$ cat src/rtl/sct_regbank.sv
module sct_regbank #(
  parameter int NUM_REGS = 8,
  parameter int ADDR_W   = 8,
  parameter int DATA_W   = 32
) (
  input  logic                       clk,
  input  logic                       rst_n,
  input  logic [ADDR_W-1:0]          bus_addr,
  input  logic                       bus_we,
  input  logic [DATA_W-1:0]          bus_wdata,
  input  logic                       bus_re,
  output logic [DATA_W-1:0]          bus_rdata,
  output logic                       bus_err,
  output logic [NUM_REGS*DATA_W-1:0] regs_out
);
  localparam int IDX_W = ADDR_W - 4;
  localparam logic [IDX_W:0] LIMIT = (IDX_W+1)'(NUM_REGS);

  logic [DATA_W-1:0] regs_q [NUM_REGS];
  logic [DATA_W-1:0] rd_word;
  logic [DATA_W-1:0] rdata_q;
  logic              err_q;

  wire [IDX_W-1:0] idx     = bus_addr[ADDR_W-1:4];
  wire [1:0]       op      = bus_addr[3:2];
  wire             aligned = (bus_addr[1:0] == 2'b00);
  wire             hit     = aligned && ({1'b0, idx} < LIMIT);

  for (genvar k = 0; k < NUM_REGS; k++) begin : g_reg
    wire sel = bus_we && hit && (idx == IDX_W'(k));
    always_ff @(posedge clk or negedge rst_n) begin
      if (!rst_n)
        regs_q[k] <= '0;
      else if (sel)
        case (op)
          2'b00:   regs_q[k] <= bus_wdata;
          2'b01:   regs_q[k] <= regs_q[k] | bus_wdata;
          2'b10:   regs_q[k] <= regs_q[k] & ~bus_wdata;
          default: regs_q[k] <= regs_q[k] ^ bus_wdata;
        endcase
    end
    assign regs_out[k*DATA_W +: DATA_W] = regs_q[k];
  end

  always_comb begin
    rd_word = '0;
    for (int k = 0; k < NUM_REGS; k++)
      if (idx == IDX_W'(k)) rd_word = regs_q[k];
  end

  always_ff @(posedge clk or negedge rst_n) begin
    if (!rst_n) begin
      rdata_q <= '0;
      err_q   <= 1'b0;
    end else begin
      rdata_q <= (bus_re && hit) ? rd_word : '0;
      err_q   <= (bus_we || bus_re) && !aligned;
    end
  end

  assign bus_rdata = rdata_q;
  assign bus_err   = err_q;
endmodule

$ cat config.mk
export PLATFORM = sky130hd
export DESIGN_NAME = sct_regbank
export DESIGN_NICKNAME = d
export VERILOG_FILES = /design/src/rtl/sct_regbank.sv
export SDC_FILE = /design/constraint.sdc
export NUM_CORES = 1
export LEC_CHECK = 0
export BUFFER_PORTS_ARGS = -buffer_cell sky130_fd_sc_hd__buf_4
export CAP_MARGIN = 10
export CORE_MARGIN = 3
export CORE_UTILIZATION = 60
export DETAILED_ROUTE_END_ITERATION = 16
export PLACE_DENSITY = 0.82
export SYNTH_ARGS = -nofsm -noshare
export SYNTH_HDL_FRONTEND = slang
export SYNTH_SLANG_ARGS = --single-unit
export TNS_END_PERCENT = 10
$ cat constraint.sdc
create_clock -name clk -period 1.4 [get_ports clk]
set_input_delay 0.14 -clock clk [delete_from_list [all_inputs] [get_ports clk]]
set_output_delay 0.14 -clock clk [all_outputs]
set_load 0.01 [all_outputs]
==> results of run 1 <==
## Yosys cell counts (all sizes together) (26+ instances only)
cell type | number | area [um2]
inv | 288 | 1081
nand2 | 26 | 97.59
ha | 512 | 6406
dfrtp | 289 | 7232
a211oi | 448 | 3503
clkbuf | 148 | 555.5
mux2 | 256 | 2883
a21oi | 339 | 1697
buf | 57 | 296.5
nor2 | 134 | 505.5
## kinds of logic after synthesis
group	after synthesis	synth area share
adders and majority gates	512	0.2480
DFF	289	0.2799
AOI/OAI and AO/OA	883	0.2303
muxes	295	0.1378
buffers and inverters	493	0.07482
and+or+nand+nor	181	0.02915
## metal layers
layer  overflow  track usage
met2          7       0.9166
met5          0       0.2894
met3          2       0.6503
met4         13       0.7655
met1          0       0.7598
## through the flow
stage,hold slack (ns),util,cell area [um2]
global placement,0.02581,0.7928,33480
CTS,0.03537,0.8691,36700
floorplan,-0.1556,-,25840
detailed placement,0.02840,0.7928,33480
## repair_timing
item | 4_1_cts
hold buffers | 3
gates resized for setup | 475
hold endpoints to repair | 269
endpoints found under the setup margin | 311
pin swaps | 105
setup buffers | 30
==> results.md, run 1 <==
* Clk buf depth at 3
* Synth Instances at 2653
* Starting Density at 0.6118
* All-Layer GR Usage at 0.7674
* Number of antenna violations at the first check in global routing at 19
* # rows at 75
* DP Wirelength at 64.83 mm
* Io pins at 333
* Clock Sinks at 289
* Synth Register Bits at 289
* Cells after DPL at 3894
* Root buffer cell: clkbuf_16
* Largest net degree at the start of global routing at 65
* Main synth FF type: dfrtp_1
* Pre-CTS setup slack at -0.5310 ns
* Syn nets at 3209
* Yosys warning total at 0
* Gr ovfl total at 22
* Syn Area/Cell at 9.738 um2
* Failing step: global routing (5_1_grt)
* H-tree depth at 2
* Number of synthesized flops with an enable pin at 0
* GP Congestion at 0.9285
* WEP type: register data pin
* Post-GRT worst EP: regs_out[146]$_DFFE_PN0P_/D
* Yosys cell types at 36
* Post-Synthesis Cell Area at 25840 um2
* TritonCTS Buffers at 37
* Die Ht at 213.5 um
* Outcome: did not finish
* DIE WIDTH at 213.5 um
* Stop Error: [ERROR GRT-0232] Routing congestion too high. Check the congestion heatmap in the GUI.
* IO buf count at 332
* Async set-reset flop share out of synthesis at 1.000
* Sequential area share after synthesis at 0.2799
==> run 2, diff against run 1 <==
CORE_UTILIZATION = 40   (was 60)
PLACE_DENSITY = not set   (was 0.82)
PLACE_DENSITY_LB_ADDON = 0.15   (was not set)
==> run 2 against run 1 <==
Against the previous run:
- the flow now finishes, with violations (setup timing)
- area after synthesis is the same
- synthesized cell count is the same
==> results.md, run 2 <==
* Pwr per Cell Area at 919.6 nW/um2
* Worst Skew at 0.01596 ns
* Max cap viols at 0
* Yosys cell types at 36 (unchanged)
* CP max-delay cell: dfrtp_1
* Share of layout cells above drive strength 1 at 0.5221
* Count leader, synth: ha_1 (unchanged)
* CP Depth at 3
* IO buf count at 332 (unchanged)
* Final nets at 4013
* TritonCTS clock tree: done
* Fin. Hold Viols at 0
* # rows at 92 (was 75)
* Most frequent cells in the layout: 509 x buf_4, 438 x ha_1, 373 x buf_6
* FF-to-FF path depth at 6
* Critical path class: reg2out
* Starting Density at 0.4066 (was 0.6118)
* Synth Instances at 2653 (unchanged)
* Area grow syn2layout at 52.41%
* Number of global-route vias before repair at 25230
* H-tree depth at 2 (unchanged)
* RSZ-0062 raised after global routing: true
* Filler cell count at 5189
* Clk buf depth at 3 (unchanged)
* All-Layer GR Usage at 0.2780
* Top cell type's share of synthesized area at 0.2799 (unchanged)
* Most frequent CP cell: buf_6
* Vias at 24750
* Worst skew pair latency at 0.57 ns
* Root buffer cell: clkbuf_16 (unchanged)
* Total power at 36.21 mW
* # DRC at 0
* Die area at 67680 um2
* Number of antenna violations at the first check in global routing at 2
* Slew Viols, Final at 0
* Metal2 WL at 47.39 mm
* Sequential area share after synthesis at 0.2799 (unchanged)
* Syn Area/Cell at 9.738 um2 (unchanged)
* Routed WL at 98.94 mm
* Die Ht at 260.1 um (was 213.5 um)
* Drt first pass iters at 5
* Final setup fails at 64
* Number of synthesized flops with an enable pin at 0 (unchanged)
* Final period util at 1.047
* Iter 0 DRT Violations at 1619
* Ranking of synthesized cells by area: dfrtp_1 28%, ha_1 25%, a211oi_1 12% (unchanged)
* GP Congestion at 0.8454 (was 0.9285)
* Max FFs per register at 256
* Buf/Inv on CP at 3
* Synth Register Bits at 289 (unchanged)
* Outcome: finished, violations left (was did not finish)
* Met3 routed WL at 5.993 mm
* CP cell instances: buf_6 -> buf_6 -> buf_6
* Setup crit start kind: flip-flop
* Core Region at 63540 um2
* Slew HR at 0.4871
* Async set-reset flop share out of synthesis at 1.000 (unchanged)
* Routed len/inst at 22.84 um
* Crit path time final at 1.466 ns
* Synth top cells by count: 512 x ha_1, 420 x a211oi_1, 339 x a21oi_1 (unchanged)
* Crit-path max cell delay at 0.41 ns
* WHS Path Cells at 4
* First-pass GRT wire length at 147.9 mm
* Worst-margin pin slew at 0.7665 ns
* Main synth FF type: dfrtp_1 (unchanged)
* Post-Synthesis Cell Area at 25840 um2 (unchanged)
* Hold WC Path Type: in2reg
* Yosys warning total at 0 (unchanged)
* Final worst slack at -0.06569 ns
* Clock transition at the registers of the reported paths at 0.06 ns
* DP Wirelength at 66.36 mm (was 64.83 mm)
* Dominant cell type by area after synthesis: dfrtp_1 (unchanged)
* Io pins at 333 (unchanged)
* CP Max Fanout at 3
* Largest net degree at the start of global routing at 78
* TritonCTS Buffers at 39 (was 37)
* Vias per cell at 5.713
* Failing checks: setup timing
* Clock Sinks at 289 (unchanged)
* Critical Path End Type: output pin
* Kind of cell adding the most delay to the critical path: flip-flops
* DIE WIDTH at 260.1 um (was 213.5 um)
* Syn nets at 3209 (unchanged)
* Hold slack final at 0.06472 ns
* Top layer in use: met4
* WL met1 at 41.63 mm
* Gr ovfl total at 0
* Critical Path AT at 1.33 ns
* Peak supply drop at 0.8550 mV
* P_leak at 18.28 nW
* Antenna viol nets, final at 0
* Crit path required time at 1.26 ns
* Commonest non-fill, non-tap cell in the layout: buf_4
* Max Fclk at 682.3 MHz
-- run 2: cells by family (layout without fill, tap and decap cells) --
family                   after synthesis  after routing  synth area share
AO/OA/AOI/OAI                        883            883            0.2303
adder cells (fa/ha/maj)              512            512            0.2480
other                                  0              1                 0
AND/OR/NAND/NOR                      181            181           0.02915
flip-flops                           289            289            0.2799
buffers and inverters                493           1324           0.07482
multiplexers                         295            295            0.1378
-- run 2: metrics by stage --
stage | instance area (um2) | util | worst slack [ns] | setup TNS (ns) | std cells
5_1_grt | 39380 | 0.6197 | -0.09941 | -9.104 | 4330
3_5_place_dp | 33940 | 0.5342 | -0.5118 | -104.53 | 4205
3_3_place_gp | 33940 | 0.5342 | -0.5224 | -91.55 | 4205
2_1_floorplan | 25840 | - | -0.3077 | -58.77 | 2653
6_report | 39380 | 0.6197 | -0.06569 | -1.293 | 4331
4_1_cts | 36990 | 0.5822 | -0.08576 | -3.761 | 4292
-- run 2: tightest hold or removal path: stages --
cell and delay, ns:
buf_4 0.12, nor2_1 0.07, buf_4 0.14, nor2_1 0.10
-- run 2: path summary, 6_finish.rpt --
kind | slack [ns] | from | to
max | -0.07 | regs_out[130]$_DFFE_PN0P_ | regs_out[130]
min | 0.06 | bus_addr[0] | bus_err$_DFF_PN0_
max reg2reg | -0.04 | regs_out[52]$_DFFE_PN0P_ | regs_out[52]$_DFFE_PN0P_
min reg2reg | 0.54 | regs_out[58]$_DFFE_PN0P_ | regs_out[58]$_DFFE_PN0P_
max in group asynchronous | 0.65 | rst_n | regs_out[19]$_DFFE_PN0P_
min in group asynchronous | 0.12 | rst_n | regs_out[229]$_DFFE_PN0P_
-- run 2: timing repair --
action / in CTS / in global routing
setup endpoints to repair: 343 / 422
gates resized for setup: 430 / 535
endpoints found under the hold margin: 295 / 0
hold buffers: 5 / 0
pin swaps: 68 / 145
buffers inserted: 26 / 39
-- run 2: final cells by class --
type | count | area (um2) | area share
antenna | 1 | 2.502 | 0.00006355
clock buffer | 61 | 1181 | 0.02999
clock inverter | 7 | 110.1 | 0.002796
inverter | 288 | 1084 | 0.02752
multi-input combinational | 1871 | 18970 | 0.4816
sequential | 289 | 7298 | 0.1853
tap | 846 | 1059 | 0.02688
timing repair buffer | 968 | 9678 | 0.2458
-- run 2: per-layer routing --
layer / GRT usage / up-vias
li1: - / 11280
met1: 0.3657 / 12470
met2: 0.4593 / 788
met3: 0.04148 / 206
met4: 0.1090 / 0
met5: 0 / -
-- run 2: where the power goes --
group          internal, mW  total, mW  switching, mW  leakage (nW)
sequential             9.44       10.8           1.37          3.07
clock                  6.32       10.5           4.22         0.635
combinational          8.04       14.9           6.82          14.6
No activity file was read; power rests on OpenSTA's default activity.
==> run 3, diff against run 2 <==
RECOVER_POWER = 25   (was not set)
==> run 3 against run 2 <==
Against the previous run:
- the flow still finishes with violations (setup timing)
- hold slack improved by 0.0034 ns
- critical path depth is the same
- register-to-register slack hardly changed
- highest routed layer is now met5
- fmax up 0.14%
- non-clock buffer count unchanged
- sequential power hardly changed
- critical path type unchanged
- design area down 0.13%
- global-route usage unchanged
- critical endpoint unchanged
- clock power hardly changed
- sequential cell count unchanged
- clock skew rose by 0.0013 ns
- via count about the same
==> results.md, run 3 (synthesis gave the netlist of run 2 again) <==
* TritonCTS clock tree: done (unchanged)
* # rows at 92 (unchanged)
* Clk buf depth at 3 (unchanged)
* Routed len/inst at 22.87 um (was 22.84 um)
* Routed WL at 99.01 mm (was 98.94 mm)
* Clock Sinks at 289 (unchanged)
* Final instance area at 39330 um2 (was 39380 um2)
* Clock power frac at 0.291 (about the same)
* Die Ht at 260.1 um (unchanged)
* Worst Skew at 0.01729 ns (was 0.01596 ns)
* Buf/Inv on CP at 3 (unchanged)
* Fin. Hold Viols at 0 (unchanged)
* Largest net degree at the start of global routing at 78 (unchanged)
* Drt first pass iters at 6 (was 5)
* Die area at 67680 um2 (unchanged)
* Crit-path max cell delay at 0.41 ns (about the same)
* P_leak at 18.26 nW (was 18.28 nW)
* TritonCTS Buffers at 39 (unchanged)
* Area grow syn2layout at 52.21% (was 52.41%)
* Sw Share at 0.3432 (was 0.3430)
* H-tree depth at 2 (unchanged)
* Sequential share of power at 0.299 (about the same)
* Setup crit start kind: flip-flop (unchanged)
* CP Max Fanout at 3 (unchanged)
* Iter 0 DRT Violations at 1575 (was 1619)
* Max cap viols at 0 (unchanged)
* Number of antenna violations at the first check in global routing at 2 (unchanged)
* Final period util at 1.045 (was 1.047)
* First-pass GRT wire length at 147.9 mm (unchanged)
* Critical Path AT at 1.32 ns (was 1.33 ns)
* Antenna viol nets, final at 0 (unchanged)
* Number of global-route vias before repair at 25230 (unchanged)
* Diode count at 0 (was 1)
* Core Region at 63540 um2 (unchanged)
* Placed cell areas at 33940 um2 (unchanged)
* DP Wirelength at 66.36 mm (unchanged)
* Internal Power at 23.78 mW (was 23.79 mW)
* All-Layer GR Usage at 0.2780 (unchanged)
* Hold WC Path Type: in2reg (unchanged)
* Slew HR at 0.4088 (was 0.4871)
* Final Core Density at 0.6189 (was 0.6197)
* Final setup TNS at -1.323 ns (was -1.293 ns)
* Final setup fails at 65 (was 64)
* Commonest non-fill, non-tap cell in the layout: buf_4 (unchanged)
* Starting Density at 0.4066 (unchanged)
* Share of layout cells above drive strength 1 at 0.5221 (unchanged)
* Crit path required time at 1.26 ns (about the same)
* Cells after DPL at 4205 (unchanged)
* Sw power at 12.43 mW (was 12.42 mW)
* Total power at 36.21 mW (about the same)
* Crit path time final at 1.464 ns (was 1.466 ns)
* Root buffer cell: clkbuf_16 (unchanged)
* Post-route insts no fill at 4330 (was 4331)
* Comb pwr share at 0.410 (about the same)
* Most frequent cells in the layout: 509 x buf_4, 438 x ha_1, 373 x buf_6 (unchanged)
* Slew Viols, Final at 0 (unchanged)
* Worst skew pair latency at 0.57 ns (about the same)
* Failing checks: setup timing (unchanged)
* IO buf count at 332 (unchanged)
* DIE WIDTH at 260.1 um (unchanged)
* Worst-margin pin slew at 0.8869 ns (was 0.7665 ns)
* Peak supply drop at 0.8555 mV (was 0.8550 mV)
* Final nets at 4013 (unchanged)
* Outcome: finished, violations left (unchanged)
* Gr ovfl total at 0 (unchanged)
* Filler cell count at 5197 (was 5189)
* Final worst slack at -0.06361 ns (was -0.06569 ns)
* GP Congestion at 0.8454 (unchanged)
* Most frequent CP cell: buf_6 (unchanged)
* # DRC at 0 (unchanged)
* CP max-delay cell: dfrtp_1 (unchanged)
* Max FFs per register at 256 (unchanged)
* Vias at 24760 (was 24750)
* Io pins at 333 (unchanged)
* Critical Path End Type: output pin (unchanged)
* Critical path class: reg2out (unchanged)
* RSZ-0062 raised after global routing: true (unchanged)
* Kind of cell adding the most delay to the critical path: flip-flops (unchanged)
* Pwr per Cell Area at 920.7 nW/um2 (was 919.6 nW/um2)
* CP cell instances: buf_6 -> buf_6 -> buf_6 (unchanged)
* Vias per cell at 5.718 (was 5.713)
* Clock transition at the registers of the reported paths at 0.06 ns (about the same)
* Max Fclk at 683.2 MHz (was 682.3 MHz)
==> run 3: per-layer routing <==
layer	track usage	wire length [um]	vias to the layer above
li1	-	-	11280
met1	0.3657	41860	12480
met5	0	13	-
met4	0.1090	3916	2
met2	0.4593	47350	785
met3	0.04148	5862	210
==> run 3: path summary, 6_finish.rpt <==
| kind | endpoint | start | depth (start not counted) | slack (ns) |
|---|---|---|---|---|
| worst max-delay path | regs_out[130] | regs_out[130]$_DFFE_PN0P_ | 3 | -0.06 |
| worst min-delay path | bus_err$_DFF_PN0_ | bus_addr[0] | 4 | 0.07 |
| worst max register to register | regs_out[52]$_DFFE_PN0P_ | regs_out[52]$_DFFE_PN0P_ | 6 | -0.04 |
| worst min register to register | regs_out[58]$_DFFE_PN0P_ | regs_out[58]$_DFFE_PN0P_ | 2 | 0.54 |
| max in group asynchronous | regs_out[127]$_DFFE_PN0P_ | rst_n | 3 | 0.09 |
| min in group asynchronous | regs_out[229]$_DFFE_PN0P_ | rst_n | 2 | 0.26 |
==> run 3: repair_timing <==
action / 4_1_cts / 5_1_grt
hold buffers: 5 / 0
pin swaps: 68 / 145
endpoints found under the setup margin: 343 / 422
endpoints found under the hold margin: 295 / 0
setup buffers: 26 / 39
resized for setup: 430 / 535
==> run 3: tightest hold or removal path, cell delays in order <==
cell	delay (ns)
buf_4	0.12
nor2_1	0.07
buf_4	0.14
nor2_1	0.10
==> run 3: area by class of cell <==
class	instances	area, um2	area share
Sequential cell	289	7298	0.1856
Multi-Input combinational cell	1871	18970	0.4823
Clock inverter	7	110.1	0.002800
Clock buffer	61	1181	0.03003
Inverter	288	1084	0.02755
Timing Repair Buffer	968	9628	0.2448
Tap cell	846	1059	0.02692
==> run 3: power groups by stage <==
stage | combinational [mW] | sequential, mW | clock, mW
after floorplan | 5.11 | 11.0 | 0
after global placement | 11.6 | 10.6 | 0
after detailed placement | 12.2 | 10.6 | 0
after CTS | 13.4 | 10.6 | 10.7
after global routing | 16.1 | 10.9 | 11.0
final | 14.8 | 10.8 | 10.6
==> run 3: through the flow <==
stage          hold WS (ns)  worst slack, ns
3_5_place_dp         0.1189          -0.5118
5_1_grt             0.08910         -0.09941
2_1_floorplan       -0.1556          -0.3077
6_report            0.06808         -0.06361
4_1_cts             0.04103         -0.08576
3_3_place_gp         0.1138          -0.5224
